**config.mk**
```make
export PLATFORM = sky130hd
export DESIGN_NAME = cmd_stream_exec
export DESIGN_NICKNAME = d
export VERILOG_FILES = /design/src/rtl/cmd_pkg.sv /design/src/rtl/cmd_status.sv /design/src/rtl/cmd_link.sv /design/src/rtl/cmd_stream_exec.sv
export SDC_FILE = /design/constraint.sdc
export NUM_CORES = 1
export LEC_CHECK = 0
export ABC_AREA = 1
export BUFFER_PORTS_ARGS = -buffer_cell sky130_fd_sc_hd__buf_2
export CORE_MARGIN = 2
export CORE_UTILIZATION = 45
export CTS_CLUSTER_SIZE = 20
export DETAILED_ROUTE_END_ITERATION = 6
export GPL_TIMING_DRIVEN = 0
export PLACE_DENSITY = 0.7
export RECOVER_POWER = 50
export REMOVE_ABC_BUFFERS = 1
export SYNTH_ARGS = -nofsm -noshare
export SYNTH_HDL_FRONTEND = slang
export SYNTH_SLANG_ARGS = --single-unit
```
**constraint.sdc**
```tcl
create_clock -name clk_i -period 2.1 [get_ports clk_i]
set_input_delay 0.315 -clock clk_i [delete_from_list [all_inputs] [get_ports clk_i]]
set_output_delay 0.315 -clock clk_i [all_outputs]
set_load 0.05 [all_outputs]
```
**src/rtl/cmd_pkg.sv**
```systemverilog
package cmd_pkg;
  localparam logic [7:0] OP_NOP  = 8'h00;
  localparam logic [7:0] OP_WR   = 8'h01;
  localparam logic [7:0] OP_IRQ  = 8'h07;
  localparam logic [7:0] OP_IDX  = 8'h09;
  localparam logic [7:0] OP_POLL = 8'h0A;
  localparam logic [7:0] OP_CALL = 8'h0C;

  typedef enum logic [3:0] {
    S_IDLE, S_CHK, S_RD_LO, S_RD_HI, S_EXEC, S_AUX_GO, S_AUX_WAIT, S_IDX_A, S_IDX_D
  } state_e;

  function automatic logic is_wait(input logic [7:0] op);
    return (op >= 8'h02) && (op <= 8'h06);
  endfunction

  function automatic logic is_known(input logic [7:0] op);
    return (op <= 8'h07) || (op == OP_IDX) || (op == OP_POLL) || (op == OP_CALL);
  endfunction
endpackage

```
**src/rtl/cmd_status.sv**
```systemverilog
module cmd_status #(
  parameter int NB = 3
) (
  input  logic          clk_i,
  input  logic          rst_ni,
  input  logic [NB-1:0] set_i,
  input  logic [NB-1:0] clr_i,
  output logic [NB-1:0] flag_o
);
  for (genvar g = 0; g < NB; g++) begin : g_flag
    logic flag_q;
    always_ff @(posedge clk_i or negedge rst_ni) begin
      if (!rst_ni)          flag_q <= 1'b0;
      else if (set_i[g])    flag_q <= 1'b1;
      else if (clr_i[g])    flag_q <= 1'b0;
    end
    assign flag_o[g] = flag_q;

    AST_FLAG_STICKY: assert property (@(posedge clk_i) disable iff (!rst_ni)
      (flag_q && !clr_i[g]) |=> flag_q);
  end
endmodule

```
**src/rtl/cmd_link.sv**
```systemverilog
module cmd_link #(
  parameter int AW = 10
) (
  input  logic          clk_i,
  input  logic          rst_ni,
  input  logic          call_i,
  input  logic          ret_i,
  input  logic [AW-1:0] ret_pc_i,
  input  logic [AW-1:0] main_end_i,
  output logic          in_sub_o,
  output logic [AW-1:0] ret_pc_o,
  output logic [AW-1:0] main_end_o
);
  always_ff @(posedge clk_i or negedge rst_ni) begin
    if (!rst_ni) begin
      in_sub_o   <= 1'b0;
      ret_pc_o   <= '0;
      main_end_o <= '0;
    end else if (call_i) begin
      in_sub_o   <= 1'b1;
      ret_pc_o   <= ret_pc_i;
      main_end_o <= main_end_i;
    end else if (ret_i) begin
      in_sub_o   <= 1'b0;
    end
  end

  AST_NO_NESTED_CALL: assert property (@(posedge clk_i) disable iff (!rst_ni)
    call_i |-> !in_sub_o);
  AST_RET_IN_SUB: assert property (@(posedge clk_i) disable iff (!rst_ni)
    ret_i |-> in_sub_o);
endmodule

```
**src/rtl/cmd_stream_exec.sv**
```systemverilog
module cmd_stream_exec
  import cmd_pkg::*;
#(
  parameter int AW = 10
) (
  input  logic          clk_i,
  input  logic          rst_ni,
  input  logic          start_i,
  input  logic [AW+1:0] head_i,
  input  logic [AW+1:0] tail_i,
  input  logic          halt_i,
  output logic          busy_o,
  output logic          mem_rd_o,
  output logic [AW-1:0] mem_addr_o,
  input  logic [31:0]   mem_rdata_i,
  output logic          reg_wr_o,
  output logic [19:0]   reg_addr_o,
  output logic [3:0]    reg_be_o,
  output logic [31:0]   reg_data_o,
  output logic          wait_start_o,
  output logic          poll_start_o,
  output logic [7:0]    aux_op_o,
  output logic [23:0]   aux_hi_o,
  output logic [31:0]   aux_lo_o,
  input  logic          wait_done_i,
  input  logic          poll_done_i,
  output logic          irq_o,
  output logic          err_nest_o,
  output logic          err_op_o,
  input  logic [2:0]    clr_i
);
  localparam int PTR_W = AW - 4;  // 64-byte units within the memory

  state_e        state_q;
  logic [AW-1:0] pc_q, end_q;
  logic [31:0]   lo_q, hi_q, cnt_q;
  logic [19:0]   idx_off_q;

  logic [7:0]    op;
  logic          in_exec, bad_op, do_call, nest_err, do_ret, aux_done;
  logic          in_sub;
  logic [AW-1:0] ret_pc, main_end, call_head, call_tail, pc_next;
  logic [25:0]   head_ptr, tail_ptr;
  logic [2:0]    st_set, st_flag;
  logic          unused_bits;

  assign op        = mem_rdata_i[31:24];
  assign in_exec   = (state_q == S_EXEC);
  assign bad_op    = in_exec && !is_known(op);
  assign do_call   = in_exec && (op == OP_CALL) && !in_sub;
  assign nest_err  = in_exec && (op == OP_CALL) && in_sub;
  assign do_ret    = (state_q == S_CHK) && !halt_i && (pc_q == end_q) && in_sub;
  assign aux_done  = (hi_q[31:24] == OP_POLL) ? poll_done_i : wait_done_i;
  assign pc_next   = pc_q + AW'(2);

  assign head_ptr  = {mem_rdata_i[19:0], lo_q[31:26]};
  assign tail_ptr  = lo_q[25:0];
  assign call_head = {head_ptr[PTR_W-1:0], 4'b0000};
  assign call_tail = {tail_ptr[PTR_W-1:0], 4'b0000};
  assign unused_bits = ^{head_i[5:0], tail_i[5:0], head_ptr[25:PTR_W], tail_ptr[25:PTR_W]};

  always_ff @(posedge clk_i or negedge rst_ni) begin
    if (!rst_ni) begin
      state_q   <= S_IDLE;
      pc_q      <= '0;
      end_q     <= '0;
      lo_q      <= '0;
      hi_q      <= '0;
      cnt_q     <= '0;
      idx_off_q <= '0;
    end else begin
      unique case (state_q)
        S_IDLE: if (start_i) begin
          pc_q    <= {head_i[AW+1:6], 4'b0000};
          end_q   <= {tail_i[AW+1:6], 4'b0000};
          state_q <= S_CHK;
        end
        S_CHK: begin
          if (halt_i)              state_q <= S_IDLE;
          else if (pc_q == end_q) begin
            if (in_sub) begin
              pc_q  <= ret_pc;
              end_q <= main_end;
            end else state_q <= S_IDLE;
          end else state_q <= S_RD_LO;
        end
        S_RD_LO: state_q <= S_RD_HI;
        S_RD_HI: begin
          lo_q    <= mem_rdata_i;
          state_q <= S_EXEC;
        end
        S_EXEC: begin
          hi_q <= mem_rdata_i;
          if (!is_known(op)) begin
            state_q <= S_IDLE;
          end else if (is_wait(op) || op == OP_POLL) begin
            state_q <= S_AUX_GO;
          end else if (op == OP_IDX) begin
            pc_q      <= pc_next;
            cnt_q     <= lo_q;
            idx_off_q <= mem_rdata_i[19:0];
            state_q   <= (lo_q == '0) ? S_CHK : S_IDX_A;
          end else if (do_call) begin
            pc_q    <= call_head;
            end_q   <= call_tail;
            state_q <= S_CHK;
          end else begin
            pc_q    <= pc_next;
            state_q <= S_CHK;
          end
        end
        S_AUX_GO: state_q <= S_AUX_WAIT;
        S_AUX_WAIT: if (aux_done) begin
          pc_q    <= pc_next;
          state_q <= S_CHK;
        end
        S_IDX_A: state_q <= S_IDX_D;
        S_IDX_D: begin
          cnt_q <= cnt_q - 32'd1;
          if (cnt_q == 32'd1) begin
            // skip pad word so the next instruction is even-aligned
            pc_q    <= pc_q[0] ? pc_q + AW'(1) : pc_next;
            state_q <= S_CHK;
          end else begin
            pc_q    <= pc_q + AW'(1);
            state_q <= S_IDX_A;
          end
        end
        default: state_q <= S_IDLE;
      endcase
    end
  end

  assign busy_o     = (state_q != S_IDLE);
  assign mem_rd_o   = (state_q == S_RD_LO) || (state_q == S_RD_HI) || (state_q == S_IDX_A);
  assign mem_addr_o = (state_q == S_RD_HI) ? pc_q + AW'(1) : pc_q;

  assign reg_wr_o   = (in_exec && op == OP_WR) || (state_q == S_IDX_D);
  assign reg_addr_o = (state_q == S_IDX_D) ? idx_off_q : mem_rdata_i[19:0];
  assign reg_be_o   = (state_q == S_IDX_D) ? 4'hF : mem_rdata_i[23:20];
  assign reg_data_o = (state_q == S_IDX_D) ? mem_rdata_i : lo_q;

  assign wait_start_o = (state_q == S_AUX_GO) && is_wait(hi_q[31:24]);
  assign poll_start_o = (state_q == S_AUX_GO) && (hi_q[31:24] == OP_POLL);
  assign aux_op_o     = hi_q[31:24];
  assign aux_hi_o     = hi_q[23:0];
  assign aux_lo_o     = lo_q;

  assign st_set = {bad_op, nest_err, in_exec && (op == OP_IRQ)};

  cmd_link #(.AW(AW)) link_i (
    .clk_i, .rst_ni,
    .call_i     (do_call),
    .ret_i      (do_ret),
    .ret_pc_i   (pc_next),
    .main_end_i (end_q),
    .in_sub_o   (in_sub),
    .ret_pc_o   (ret_pc),
    .main_end_o (main_end)
  );

  cmd_status #(.NB(3)) status_i (
    .clk_i, .rst_ni,
    .set_i  (st_set),
    .clr_i  (clr_i),
    .flag_o (st_flag)
  );

  assign irq_o      = st_flag[0];
  assign err_nest_o = st_flag[1];
  assign err_op_o   = st_flag[2];

  AST_BAD_OP_STOPS: assert property (@(posedge clk_i) disable iff (!rst_ni)
    bad_op |=> (!busy_o && err_op_o));
  AST_EVEN_BOUNDARY: assert property (@(posedge clk_i) disable iff (!rst_ni)
    (state_q == S_CHK) |-> !pc_q[0]);
  AST_AUX_STALL: assert property (@(posedge clk_i) disable iff (!rst_ni)
    (state_q == S_AUX_WAIT && !aux_done) |=> (!reg_wr_o && !mem_rd_o));
  AST_HALT_STOP: assert property (@(posedge clk_i) disable iff (!rst_ni)
    (state_q == S_CHK && halt_i) |=> !busy_o);
  AST_TAIL_IDLE: assert property (@(posedge clk_i) disable iff (!rst_ni)
    (state_q == S_CHK && !halt_i && pc_q == end_q && !in_sub) |=> !busy_o);
endmodule

```
## Yosys cells after proc, flatten, opt, wreduce, memory -nomap -nowiden

Cells that the tools add are included.
W data, S select, Z words.

- Add/sub/neg operators: 3
- $lt $le $gt $ge: 5
- Eq/ne operators: 27
- Multiplexer cells: 49
- Bitwise operators: 1
- Reductions and logical operators: 38

Operator list:

| kind | number |
|---|---|
| $mux W10 | 20 |
| $mux W32 | 4 |
| $pmux W32 S2 | 1 |
| $pmux W10 S5 | 1 |
| $pmux W4 S9 | 1 |
| $eq A32 B1 Y1 const B | 1 |
| $eq A8 B4 Y1 const B | 4 |
| $logic_not A32 Y1 | 1 |
| $sub A32 B1 Y32 const B | 1 |
| $pmux W10 S3 | 1 |
| $le A8 B3 Y1 const B | 3 |
| $mux W4 | 6 |
| $mux W20 | 1 |
| $eq A4 B3 Y1 const B | 4 |
| $ge A8 B2 Y1 const B | 2 |
| $mux W3 | 5 |
| $logic_and A1 B1 Y1 | 13 |
| $add A10 B1 Y10 const B | 1 |
| $add A10 B2 Y10 const B | 1 |
| $eq A10 B10 Y1 | 1 |
| $ne A2 B1 Y1 const B | 5 |
| $ne A2 B2 Y1 const B | 5 |
| $reduce_bool A2 Y1 | 5 |
| $mux W1 | 9 |
| 17 further kinds | 27 |

- Register bits after elaboration: 164
- Input bits: 65
- Output and inout port bits: 138

## Longest topological paths before layout

- Word-level depth: 8
- Depth in mapped cells: 13
- Mapped depth without buffers: 13

## By module

A second synthesis with hierarchy kept.

- Cell total of the unflattened synthesis: 1395
- Area total of the unflattened synthesis: 9893.2 um^2

By module, submodules not included:

| module | instances | cells an instance | area each (um^2) | sequential area each (um^2) |
|---|---|---|---|---|
| cmd_stream_exec | 1 | 1288 | 8742.1 | 3503.4 |
| cmd_link | 1 | 89 | 1008.5 | 525.5 |
| cmd_status | 1 | 18 | 142.6 | 75.1 |

## Least setup slack after synthesis

No wires, ideal clock.

- Path type: reg-to-output
- Start: reg state_q[1]
- End: out reg_data_o[10]
- Arrival time: 2.337 ns
- Required time: 1.785 ns
- Slack: -0.552 ns
- Cell stages (with the launch flop): 7
- Path through: dfrtp_1 > nor2_2 > nand3_2 > buf_2 > buf_2 > clkbuf_1 > o21ai_0

- Longest elaborated chain between the ends: 2

RTL lines:

| item | RTL line | source |
|---|---|---|
| start, declared | cmd_stream_exec.sv:34 | `state_e state_q;` |
| start signal, assigned | cmd_stream_exec.sv:102 | `state_q <= (lo_q == '0) ? S_CHK : S_IDX_A;` |
| $eq A4 B4 Y1 | cmd_stream_exec.sv:141 | `assign reg_data_o = (state_q == S_IDX_D) ? mem_rdata_i : lo_q;` |
| $mux W32 | cmd_stream_exec.sv:141 |  |
| end, declared | cmd_stream_exec.sv:19 | `output logic [31:0] reg_data_o,` |

Every way passes these cells.

## Final worst setup path

- Start: reg pc_q[1]
- End: out mem_addr_o[6]

- Longest elaborated chain between the ends: 2

RTL lines:

| item | RTL line | source |
|---|---|---|
| start, declared | cmd_stream_exec.sv:35 | `logic [AW-1:0] pc_q, end_q;` |
| start signal, assigned | cmd_stream_exec.sv:74 | `pc_q <= {head_i[AW+1:6], 4'b0000};` |
| start signal, assigned | cmd_stream_exec.sv:82 | `pc_q <= ret_pc;` |
| start signal, assigned | cmd_stream_exec.sv:99 | `pc_q <= pc_next;` |
| $add A10 B1 Y10 | cmd_stream_exec.sv:136 | `assign mem_addr_o = (state_q == S_RD_HI) ? pc_q + AW'(1) : pc_q;` |
| $mux W10 | cmd_stream_exec.sv:136 |  |
| end, declared | cmd_stream_exec.sv:14 | `output logic [AW-1:0] mem_addr_o,` |

Every way passes these cells.

==> run metrics <==
Inserted Diodes 0; Num CTS Buffers 17; mapped cell area roughly 9300 um2; startpoint types flop; Final setup viols 70; number of flops mapped to enable cells by yosys 0; total length of routed wires ~36000 um; hold path startpoint clr_i[1]; crit path launch pc_q[1]$_DFFE_PN0P_; Worst-Skew Late Latency about 440 ps; Slew Viols, Final 0; Die H roughly 150 um; crit path max fanout 3; total grt overflow 0; Post-Syn Area per Cell between 7 and 8 um2; CTS tree built; clock share of power between 15 and 20%; Sw Ratio 52.4%; Initial Utilization 45.9%; Final Net Count approximately 1600; vias approximately 10000; core area between 20000 and 25000 um2; FF+latch count, synth ~160; routed len/inst 19.2 um; Worst VDD drop between 800 and 900 uV; worst reg2reg startpoint state_q[0]$_DFFE_PN0P_; P_int about 11 mW; Hold Crit Class in -> reg; Remaining DRCs 0; detailed placement HPWL roughly 18000 um; area grow syn2layout 43.7%; initial antenna violation count 0; most frequent cells after synthesis nand2_1, o21ai_0, dfrtp_1, inv_1, nor2_1; Crit. End Element primary output; final design utilization between 60% and 70%; Pre-Repair DR Iteration Count 6; switching power between 10 and 15 mW; clk slew on worst S/H paths 70 ps; largest area contributor in the netlist dfrtp_1; register share of total power approximately 24%; sequential share of the synthesized area roughly 44%; hold slack 66.5 ps; I/O pin count between 200 and 250; DIE AREA 21800 um2; Vias per Instance roughly 5.6; Worst Path Arrival ~2000 ps; Starting DRT DRC Count between 1000 and 1500; layout cells sized above 1 between 30% and 40%; worst path bufs/invs 2; Synth Flop Type dfrtp_1; top cell type's share of synthesized area 44.2%; RSZ-0062 raised after global routing yes; most common cell in the netlist nand2_1; root buf cell clkbuf_16; Final Cell Area about 13000 um2; synth top area cells dfrtp_1, nand2_1, o21ai_0; maximum clock path buffer count 2; PnR worst setup slack -219 ps; overall power 22.3 mW; Crit Path Class reg -> out; GP Congestion approximately 0.9; largest net degree at the start of global routing roughly 110; Max stage delay on crit path 390 ps; fmax 431 MHz; vias in the first global route roughly 9200; Pwr Density 1670 nW/um2; row count 52; Post-DRT Antenna Nets 0; Relative slew margins under 10%; Post-synth ARST share 100%; max_cap viols 0; slowest CP cell dfrtp_1; Combinational Power Share ~60%; Yosys cell types 42; Syn Inst Count roughly 1300; TritonCTS Sinks 164; Die X 148 um; TNS Setup -7480 ps; failing checks setup timing; Final Hold Viols 0; crit-path cells buf_4 > ha_1 > nand3_1 > nor2_1 > xor2_1 > o21ai_2 > buf_6; first-pass GRT wire length 50800 um; status finished, violations left; CP required around 1800 ps; Final Skew approximately 13 ps; min Tclk post-route 2320 ps; slew at the pin closest to its max-slew limit about 1500 ps; family with the most delay on the worst path flip-flops; DP Area 10400 um2; Final Cycle Share 110%; Tot GR Track Use a little under a third; Leak Pwr between 6 and 7 nW; Ys Warns 0; port buffer count between 150 and 200; H-Tree Depth 4
==> state kept, by name, summed over array words and instances, names as in the netlist <==
| register | count |
|---|---|
| aux_lo_o | 32 |
| cnt_q | 32 |
| hi_q | 32 |
| idx_off_q | 20 |
| end_q | 10 |
| link_i.main_end_o | 10 |
| link_i.ret_pc_o | 10 |
| pc_q | 10 |
| state_q | 4 |
| status_i.g_flag.flag_q | 3 |
| link_i.in_sub_o | 1 |
==> timing repair <==
action | 4_1_cts | 5_1_grt
buffers inserted | 43 | 41
pin swaps | 14 | 23
gates resized for setup | 203 | 210
hold endpoints to repair | 56 | 0
setup endpoints to repair | 181 | 119
cloned | 14 | 11
hold buffers | 1 | 0
==> final timing paths <==
path	to	slack, ps	depth (start not counted)
max in group asynchronous	pc_q[6]$_DFFE_PN0P_	50	3
min	status_i.g_flag[1].flag_q$_DFFE_PN0P_	70	2
max	mem_addr_o[6]	-220	7
min in group asynchronous	hi_q[8]$_DFFE_PN0N_	780	2
max reg2reg	pc_q[6]$_DFFE_PN0P_	-50	14
min reg2reg	hi_q[12]$_DFFE_PN0N_	480	2
==> power groups by stage <==
stage | registers (mW) | logic, mW | clock network (mW)
after global placement | 5.22 | 9.70 | 0
after floorplan | 7.18 | 5.26 | 0
after CTS | 5.24 | 11.7 | 3.53
after detailed placement | 5.25 | 9.83 | 0
final | 5.42 | 13.3 | 3.54
after global routing | 5.54 | 14.1 | 3.69
==> final cells by class <==
cell class | instances | area [um2]
Timing Repair Buffer | 284 | 2340
Fill cell | 1634 | 6890
Sequential cell | 164 | 4120
Tap cell | 270 | 338
Clock buffer | 20 | 447
Inverter | 144 | 597
Clock inverter | 12 | 203
Timing Repair inverter | 5 | 62.6
Multi-Input combinational cell | 956 | 5240
==> worst reg2reg max path, stage by stage (launching register included) <==
cell and delay [ps]:
dfrtp_2 460, nor2_4 170, nand3_4 140, buf_12 200, buf_4 190, nand2_4 70
nor2_4 50, nand2_1 60, nand2_1 60, nor2_2 140, inv_2 60, nor2_4 200
buf_6 170, nand3_1 80, nand2_1 60
==> placed cells by master (no fill, tap or decap), types with 7 or more instances in the layout <==
master / count
nand3_4: 7
nor2_2: 19
nand2_4: 31
nand2_1: 363
o21ai_2: 27
inv_1: 130
nor2_4: 18
o21ai_1: 20
xor2_1: 18
dfrtp_1: 153
nand3_1: 47
o21ai_4: 8
o21ai_0: 164
buf_2: 120
nand4_1: 11
a31oi_1: 7
clkbuf_16: 21
buf_4: 80
a21oi_1: 19
clkinvlp_4: 7
buf_6: 60
nand2_2: 17
nor2_1: 107
buf_12: 8
dfrtp_2: 11
buf_8: 7
==> metrics by stage <==
| step | setup slack (ps) | instances |
|---|---|---|
| after floorplan | -1290 | 1252 |
| after global placement | -2760 | 1712 |
| after detailed placement | -2280 | 1714 |
| after CTS | -211 | 1804 |
| after global routing | -263 | 1855 |
| final | -219 | 1855 |
==> cell families (layout without fill, tap and decap cells) <==
kind of cell    Yosys count  after routing  share of synthesized area, %
buf+inv                 200            465                          8.55
simple gates            637            649                          28.2
xor+xnor                 24             24                          2.26
mux                       1              1                         0.108
fa+ha+maj                 6              6                         0.808
compound gates          276            276                          15.9
flops                   164            164                          44.2
==> layer usage <==
metal	share of wire (%)	track usage [%]	routed length, um	vias to the layer above
met2	45	46.6	16100	595
met5	0	0	0	-
met3	10	6.33	3640	96
li1	-	-	-	4754
met1	40	40.9	14300	4905
met4	4.1	13.8	1460	0
(Power assumes the default switching activity.)
